==> config.mk <==
export PLATFORM = sky130hd
export DESIGN_NAME = cbu_unit
export DESIGN_NICKNAME = d
export VERILOG_FILES = /design/src/rtl/cbu_pkg.sv /design/src/rtl/cbu_decode.sv /design/src/rtl/cbu_int_cmp.sv /design/src/rtl/cbu_fp_cmp.sv /design/src/rtl/cbu_unit.sv
export SDC_FILE = /design/constraint.sdc
export NUM_CORES = 1
export LEC_CHECK = 0
export ABC_AREA = 1
export BUFFER_PORTS_ARGS = -buffer_cell sky130_fd_sc_hd__buf_2
export CORE_ASPECT_RATIO = 0.6
export CORE_MARGIN = 2
export CORE_UTILIZATION = 30
export DETAILED_ROUTE_END_ITERATION = 7
export SLEW_MARGIN = 20
export SYNTH_ARGS = -nofsm -noshare
export SYNTH_HDL_FRONTEND = slang
export SYNTH_SLANG_ARGS = --single-unit
==> constraint.sdc <==
create_clock -name clk -period 2.3 [get_ports clk]
set_input_delay 0.345 -clock clk [delete_from_list [all_inputs] [get_ports clk]]
set_output_delay 0.345 -clock clk [all_outputs]
set_load 0.02 [all_outputs]
==> src/rtl/cbu_pkg.sv <==
package cbu_pkg;
    localparam int FIELD_W = 16;
    localparam int SEL_W   = 8;
    localparam int VAR_W   = 4;
    localparam int OPC_W   = 4;

    localparam logic [OPC_W-1:0] OPC_JUMP = 4'd1;
    localparam logic [OPC_W-1:0] OPC_CMP  = 4'd4;

    localparam logic [VAR_W-1:0] CV_INT_EQ = 4'd0;
    localparam logic [VAR_W-1:0] CV_INT_LT = 4'd1;
    localparam logic [VAR_W-1:0] CV_FP_EQ  = 4'd2;
    localparam logic [VAR_W-1:0] CV_FP_LT  = 4'd3;

    localparam logic [VAR_W-1:0] JV_ON_BIT = 4'd0;
    localparam logic [VAR_W-1:0] JV_ALWAYS = 4'd1;

    typedef struct packed {
        logic [FIELD_W-1:0] dst_idx;
        logic [FIELD_W-1:0] src_a_idx;
        logic [FIELD_W-1:0] src_b_idx;
        logic [SEL_W-1:0]   bit_sel;
        logic [VAR_W-1:0]   variant;
        logic [OPC_W-1:0]   opcode;
    } instr_t;
endpackage

==> src/rtl/cbu_decode.sv <==
module cbu_decode
    import cbu_pkg::*;
#(
    parameter int DATA_W = 64
) (
    input  logic [4*FIELD_W-1:0] instr,
    output logic [OPC_W-1:0]     opcode,
    output logic [VAR_W-1:0]     variant,
    output logic [DATA_W-1:0]    sel_mask
);
    instr_t fields;

    assign fields  = instr_t'(instr);
    assign opcode  = fields.opcode;
    assign variant = fields.variant;

    // one-hot mask of the selected bit; all zero when the selector is out of range
    for (genvar b = 0; b < DATA_W; b++) begin : g_mask
        assign sel_mask[b] = (fields.bit_sel == SEL_W'(b));
    end
endmodule

==> src/rtl/cbu_int_cmp.sv <==
module cbu_int_cmp #(
    parameter int DATA_W = 64
) (
    input  logic [DATA_W-1:0] a,
    input  logic [DATA_W-1:0] b,
    output logic              eq,
    output logic              lt
);
    assign eq = (a == b);
    assign lt = ($signed(a) < $signed(b));
endmodule

==> src/rtl/cbu_fp_cmp.sv <==
module cbu_fp_cmp #(
    parameter int EXP_W = 11,
    parameter int MAN_W = 52
) (
    input  logic [EXP_W+MAN_W:0] a,
    input  logic [EXP_W+MAN_W:0] b,
    output logic                 eq,
    output logic                 lt
);
    localparam int MAG_W = EXP_W + MAN_W;

    logic             a_nan, b_nan, any_nan, both_zero;
    logic             a_neg, b_neg;
    logic [MAG_W-1:0] a_mag, b_mag;

    assign a_neg = a[MAG_W];
    assign b_neg = b[MAG_W];
    assign a_mag = a[MAG_W-1:0];
    assign b_mag = b[MAG_W-1:0];

    assign a_nan     = (&a[MAG_W-1:MAN_W]) && (|a[MAN_W-1:0]);
    assign b_nan     = (&b[MAG_W-1:MAN_W]) && (|b[MAN_W-1:0]);
    assign any_nan   = a_nan || b_nan;
    assign both_zero = (a_mag == '0) && (b_mag == '0);

    always_comb begin
        eq = 1'b0;
        lt = 1'b0;
        if (!any_nan) begin
            eq = both_zero || (a == b);
            if (!both_zero) begin
                case ({a_neg, b_neg})
                    2'b10:   lt = 1'b1;
                    2'b01:   lt = 1'b0;
                    2'b00:   lt = (a_mag < b_mag);
                    default: lt = (a_mag > b_mag);
                endcase
            end
        end
    end
endmodule

==> src/rtl/cbu_unit.sv <==
module cbu_unit
    import cbu_pkg::*;
#(
    parameter int DATA_W = 64,
    parameter int EXP_W  = 11
) (
    input  logic              clk,
    input  logic              rst_n,
    input  logic              issue,
    input  logic [63:0]       instr,
    input  logic [DATA_W-1:0] x_val,
    input  logic [DATA_W-1:0] y_val,
    input  logic [DATA_W-1:0] z_val,
    output logic              wr_en,
    output logic [DATA_W-1:0] wr_data,
    output logic              taken,
    output logic [DATA_W-1:0] target
);
    localparam int MAN_W = DATA_W - EXP_W - 1;

    typedef struct packed {
        logic              wr_en;
        logic [DATA_W-1:0] wr_data;
        logic              taken;
        logic [DATA_W-1:0] target;
    } result_t;

    result_t state_d, state_q;

    logic [OPC_W-1:0]  opcode;
    logic [VAR_W-1:0]  variant;
    logic [DATA_W-1:0] sel_mask;
    logic              int_eq, int_lt, fp_eq, fp_lt;
    logic              cond;

    cbu_decode #(.DATA_W(DATA_W)) u_decode (
        .instr    (instr),
        .opcode   (opcode),
        .variant  (variant),
        .sel_mask (sel_mask)
    );

    cbu_int_cmp #(.DATA_W(DATA_W)) u_int_cmp (
        .a  (y_val),
        .b  (z_val),
        .eq (int_eq),
        .lt (int_lt)
    );

    cbu_fp_cmp #(.EXP_W(EXP_W), .MAN_W(MAN_W)) u_fp_cmp (
        .a  (y_val),
        .b  (z_val),
        .eq (fp_eq),
        .lt (fp_lt)
    );

    always_comb begin
        case (variant)
            CV_INT_EQ: cond = int_eq;
            CV_INT_LT: cond = int_lt;
            CV_FP_EQ:  cond = fp_eq;
            CV_FP_LT:  cond = fp_lt;
            default:   cond = 1'b0;
        endcase
    end

    always_comb begin
        state_d = '0;
        if (issue) begin
            case (opcode)
                OPC_CMP: begin
                    state_d.wr_en   = 1'b1;
                    state_d.wr_data = (x_val & ~sel_mask) | (cond ? sel_mask : '0);
                end
                OPC_JUMP: begin
                    state_d.taken = ((variant == JV_ON_BIT) && (|(y_val & sel_mask)))
                                 || (variant == JV_ALWAYS);
                    state_d.target = state_d.taken ? x_val : '0;
                end
                default: state_d = '0;
            endcase
        end
    end

    always_ff @(posedge clk) begin
        if (!rst_n) begin
            state_q <= '0;
        end else begin
            state_q <= state_d;
        end
    end

    assign wr_en   = state_q.wr_en;
    assign wr_data = state_q.wr_data;
    assign taken   = state_q.taken;
    assign target  = state_q.target;
endmodule

# After elaboration in Yosys (flattened, before gate mapping)
# Index checks and enable logic that the tools add are counted.
[word_totals]
ff_bits = 130
latch_bits = 0
ramBits = 0
mem_bits_ro = 0
inputBits = 259
elab_cells = 110
memories = 0
[classes]
add_sub_neg = 0
n_mul = 0
n_div = 0
n_lt_le_gt_ge = 3
n_eq_ne = 71
n_shift = 0
muxes = 7
bitwise_logic = 4
n_reduce_logical = 21
[ops]
columns = ["operator", "n"]
rows = [
  ["equality test 8 x 6 -> 1 bit, second input constant", 32],
  ["bitwise AND 64 bit", 2],
  ["equality test 8 x 5 -> 1 bit, second input constant", 16],
  ["zero test 63 bit", 2],
  ["OR reduction 52 bit", 2],
  ["2-to-1 mux 65 bit", 1],
  ["equality test 64 bit", 1],
  ["equality test 8 x 4 -> 1 bit, second input constant", 8],
  ["< comparator 64 bit", 1],
  ["2-to-1 mux 64 bit", 1],
  ["NOT 64 bit", 1],
  ["OR 64 bit", 1],
  ["OR reduction 64 bit", 1],
  ["greater-than comparator 63 bit", 1],
  ["< comparator 63 bit", 1],
  ["equality test 8 x 3 -> 1 bit, second input constant", 4],
  ["AND reduction 11 bit", 2],
  ["equality test 8 x 2 -> 1 bit, second input constant", 2],
  ["equality test 4 x 1 -> 1 bit, second input constant", 2],
  ["equality test 4 x 2 -> 1 bit, second input constant", 2],
  ["equality test 8 x 1 -> 1 bit, second input constant", 1],
  ["zero test 8 bit", 1],
  ["AND reduction 3 bit", 2],
  ["equality test 4 x 3 -> 1 bit, second input constant", 1],
  ["11 further kinds", 18],
]

# Depth between registers and ports, before layout
[logic_depth]
word_depth = 8
ltp_mapped = 21
mapped_depth_nobuf = 20

# Cells and area by module
# Synthesis repeated with hierarchy kept, for this count alone.
[hier_totals]
hier_cells = 1369
hier_area_um2 = 9052.4
[by_module_without_submodules]
columns = ["module", "instances", "cells_each", "area_each_um2"]
rows = [
  ["cbu_unit", 1, 547, 4403.0],
  ["cbu_fp_cmp", 1, 426, 2394.8],
  ["cbu_int_cmp", 1, 278, 1731.7],
  ["cbu_decode", 1, 118, 523.0],
]

# Worst setup path after synthesis
# No wires, ideal clock.
[synth_timing]
kind = "input port to flip-flop"
start = "in z_val[54]"
end = "reg state_q (netlist bit wr_data[43])"
setup_time_ps = 126
arrival_ps = 1980
t_required_ps = 2174
slack_ps = 194
path_stages = 17
cell_sequence = "inv_1 -> ha_1 -> nand2_1 -> nor2_1 -> and3_1 -> nand2_1 -> nor2_1 -> nand2_1 -> inv_1 -> nand2_1 -> nand2_1 -> nand2_1 -> nand3_1 -> nand3_1 -> nand2_2 -> buf_2 -> a21oi_1"
[synth_via]
elab_chain_cells = 7
[synth_rtl]
columns = ["element", "line_no", "rtl"]
rows = [
  ["start, declared", "cbu_unit.sv:13", "input logic [DATA_W-1:0] z_val,"],
  ["greater-than comparator 63 bit (tied with other cells)", "cbu_fp_cmp.sv:36", "default: lt = (a_mag > b_mag);"],
  ["case mux 1 bit (3 select lines) (tied with other cells)", "cbu_fp_cmp.sv:32", "case ({a_neg, b_neg})"],
  ["2-to-1 mux 1 bit (tied with other cells)", "cbu_fp_cmp.sv:31", "if (!both_zero) begin"],
  ["2-to-1 mux 1 bit", "cbu_fp_cmp.sv:29", "if (!any_nan) begin"],
  ["case mux 1 bit (4 select lines) *", "cbu_unit.sv:58", "case (variant)"],
  ["2-to-1 mux 64 bit *", "cbu_unit.sv:73", "state_d.wr_data = (x_val & ~sel_mask) | (cond ? sel_mask : '0);"],
  ["OR 64 bit *", "cbu_unit.sv:73", ""],
  ["end signal, assigned", "cbu_unit.sv:89", "state_q <= state_d;"],
  ["end, declared", "cbu_unit.sv:28", "result_t state_d, state_q;"],
]
# Mark *: on every way between the ends. The rest lies on a longest branch, timed or not.
# A chain may end at the register's enable or synchronous reset.

# Worst setup path in the final report
[layout_timing]
start = "in y_val[19]"
end = "reg state_q (netlist bit wr_data[15])"
[layout_via]
elab_chain_cells = 7
[layout_rtl]
columns = ["element", "line_no", "rtl"]
rows = [
  ["start, declared", "cbu_unit.sv:12", "input logic [DATA_W-1:0] y_val,"],
  ["greater-than comparator 63 bit (tied with other cells)", "cbu_fp_cmp.sv:36", ""],
  ["case mux 1 bit (3 select lines) (tied with other cells)", "cbu_fp_cmp.sv:32", ""],
  ["2-to-1 mux 1 bit (tied with other cells)", "cbu_fp_cmp.sv:31", ""],
  ["2-to-1 mux 1 bit", "cbu_fp_cmp.sv:29", ""],
  ["case mux 1 bit (4 select lines) *", "cbu_unit.sv:58", ""],
  ["2-to-1 mux 64 bit *", "cbu_unit.sv:73", ""],
  ["OR 64 bit *", "cbu_unit.sv:73", ""],
]
# Marked as above.

==> impl_metrics.yaml <==
status:
  status: "complete, no violations"
clock_network:
  cts-buffers-inserted: 17
  clk_path_buf_depth: 2
  clk_pin_slew_worst_paths_ns: 0.06
  hold_buffers: 0
  cts_num_sinks: 130
  htree_levels: 4
  tritoncts: "done"
  cts-root-buf: "clkbuf_16"
placement:
  port_buffers: 340
  dpl_cell_area_mm2: 0.01200
  dp_slack_ns: -0.4746
  dp.cells: 2177
  hpwl_um: 30440
  gp_congestion: 0.9838
worst_setup_path:
  cpLargestDelayFamily: "simple AND/OR/NAND/NOR gates"
  worst_ep_required_time_ns: 2.64
  worst-endpoint-arrival_ns: 2.60
  endpoint_kind: "register"
  max_stage_delay_ns: 0.27
  start_kind: "input pin"
  crit_type: "input pin to register"
  path_buf_inv: 3
  path_max_fanout: 16
  cp_slowest_cell: "ha_4"
  crit_chain: "buf_8 > ha_4 > nand2_4 > nor2_4 > nand4_1 > nor2_1 > nand4_1 > buf_4 > nor2_4 > nor2_2 > nor2_2 > nor2_1 > nand3_1 > nand2_4 > buf_12 > a21oi_1"
layout:
  final_cells: 2227
  fillers: 2681
  fin_area_mm2: 0.01334
  multi_input_area_mm2: 0.004761
  nets: 2173
  drive_above_1_share_pct: 40.68
  final_cell_mix: "buf_2 (332), buf_4 (253), inv_1 (251)"
  final_common_cell: "buf_2"
  fin_util_pct: 50.73
  regArea_mm2: 0.002603
  synthToLayoutAreaGrowth_pct: 66.82
min_path:
  holdPathStages: 3
  hp-class: "input pin to register"
  hold_end: "target[45]$_SDFF_PN0_"
  min-delay-start: "x_val[45]"
synthesis:
  synthCells: 1248
  ys_seq_elements: 130
  dominantRegCellSynth: "dfxtp_1"
  synthDistinctLibCells: 31
  async_flop_share_pct: 0
  ys_seq_area_share_pct: 32.54
  synth-edff-count: 0
  syn-cell-area_mm2: 0.007999
  synth_warnings: 0
  syn_avg_cell_area_um2: 6.409
  synth_nets: 1573
grt:
  grt_max_degree: 66
  globalRoute.busiestLayer: "met2"
  use_met2_pct: 36.99
  grt.overflow.total: 0
  grt_pass1_wl_um: 52160
  grt_use_met3_pct: 6.343
  grt_antenna_before_repair: 6
  grt_use_met1_pct: 35.47
  grt_pass1_vias: 9376
  grt.total_usage_pct: 24.58
sta:
  period_share_pct: 98.18
  fin_tns_setup_ns: 0
  finalCriticalPeriod_ns: 2.258
  worstMarginPinSlew_ns: 0.5601
  setup_slack_ns: 0.04197
  hold_viol: 0
  slew_violations: 0
  setup_viol: 0
  max_freq_mhz: 442.9
  rsz0062_at_grt: "true"
  slew_headroom_pct: 62.53
floorplanning:
  dieArea_mm2: 0.02803
  fp.dieW_um: 214.8
  start_util_pct: 30.41
  pin_count: 389
  coreArea_mm2: 0.02630
  die_h_um: 130.5
  row_count: 46
drt:
  ant_nets: 0
  drc: 0
  via_count: 10192
  viasPerCell: 4.577
  first_pass_iters: 5
  routedWlPerCell_um: 17.01
  drt-total-wl_um: 37870
  drtIter0Drc: 722
power:
  ir_worst_vdd_mv: 0.3857
  combPwrFrac_pct: 21.9
  swShare_pct: 28.35
  clkPwrFrac_pct: 42.4
  power.leakage_nw: 7.524
  p_int_w: 0.004529
  power_switching_w: 0.001792
  seq_power_share_pct: 35.8
  cellPowerDensity_mw_per_mm2: 473.7
flow_run:
  maxCapViolations: 0
-- worst min-delay path: cells and delay by family --
kind                   cells  cell delay [ns]
buffers and inverters      2             0.14
AND/OR/NAND/NOR            1             0.03
-- worst max-delay path by stage --
stage               startpoint                     end  cells after the start
CTS                  z_val[22]  wr_data[26]$_SDFF_PN0_                     17
detailed placement   z_val[22]  wr_data[22]$_SDFF_PN0_                     17
global placement     z_val[22]  wr_data[21]$_SDFF_PN0_                     17
floorplan            z_val[54]  wr_data[43]$_SDFF_PN0_                     17
finish               y_val[19]  wr_data[15]$_SDFF_PN0_                     16
global route         z_val[20]   wr_data[8]$_SDFF_PN0_                     17
-- kinds of logic after synthesis --
family / synth area share, %
fa+ha+maj: 10.32
flops: 32.54
compound gates: 15.52
simple gates: 26.89
buf+inv: 14.73
-- sequential cells by signal, indices dropped and copies added (netlist names) --
name / flops
wr_en: 1
wr_data: 64
taken: 1
target: 64
-- power by group through the flow --
stage,logic [W],clock network [W],registers (W)
2_1_floorplan,0.000506,0,0.00232
3_3_place_gp,0.00120,0,0.00231
3_5_place_dp,0.00121,0,0.00231
4_1_cts,0.00122,0.00272,0.00226
5_1_grt,0.00151,0.00282,0.00226
6_report,0.00138,0.00268,0.00226
-- per-stage QoR --
step | power, W | hold slack (ns)
final | 0.006321 | 0.1388
after global routing | 0.006595 | 0.1344
after CTS | 0.006209 | 0.1243
after detailed placement | 0.003523 | 0.5763
after global placement | 0.003506 | 0.5732
after floorplan | 0.002827 | 0.4572
-- metal layers --
layer	vias up	wire, um	share of wire [%]
li1	5163	-	-
met1	4609	18670	49
met2	400	15620	41
met3	18	3274	8.6
met4	2	291	0.77
met5	-	13	0.034
-- cells in the mapped netlist (6+ instances only) --
| library cell | instances | area (um^2) |
|---|---|---|
| nand4_1 | 28 | 175.2 |
| o2bb2ai_1 | 7 | 61.31 |
| o22ai_1 | 9 | 56.30 |
| buf_2 | 9 | 45.04 |
| nor2_1 | 182 | 683.2 |
| clkbuf_1 | 8 | 30.03 |
| dfxtp_1 | 130 | 2603 |
| a21oi_1 | 122 | 610.6 |
| nor3_1 | 13 | 65.06 |
| inv_1 | 270 | 1013 |
| nand2_1 | 238 | 893.4 |
| nand3_1 | 37 | 185.2 |
| ha_1 | 66 | 825.8 |
| nor4_1 | 9 | 56.30 |
| o21ai_0 | 84 | 420.4 |
| o21a_1 | 6 | 45.04 |
-- repair_timing --
| item | in CTS | in global routing |
|---|---|---|
| buffers inserted | 3 | 3 |
| hold endpoints to repair | 0 | 0 |
| setup endpoints to repair | 64 | 120 |
| pin swaps | 3 | 33 |
| gates cloned | 0 | 6 |
| gates resized for setup | 4 | 130 |
-- final cells by class --
cell class | instances | share of cell area, %
diodes | 6 | 0.1125
clock buffers | 18 | 3.216
clock inverters | 14 | 1.172
inverters | 275 | 7.773
multi-input cells | 819 | 35.68
flip-flops and latches | 130 | 19.50
well taps | 360 | 3.376
repair buffers | 605 | 29.17
(Power assumes the default switching activity.)
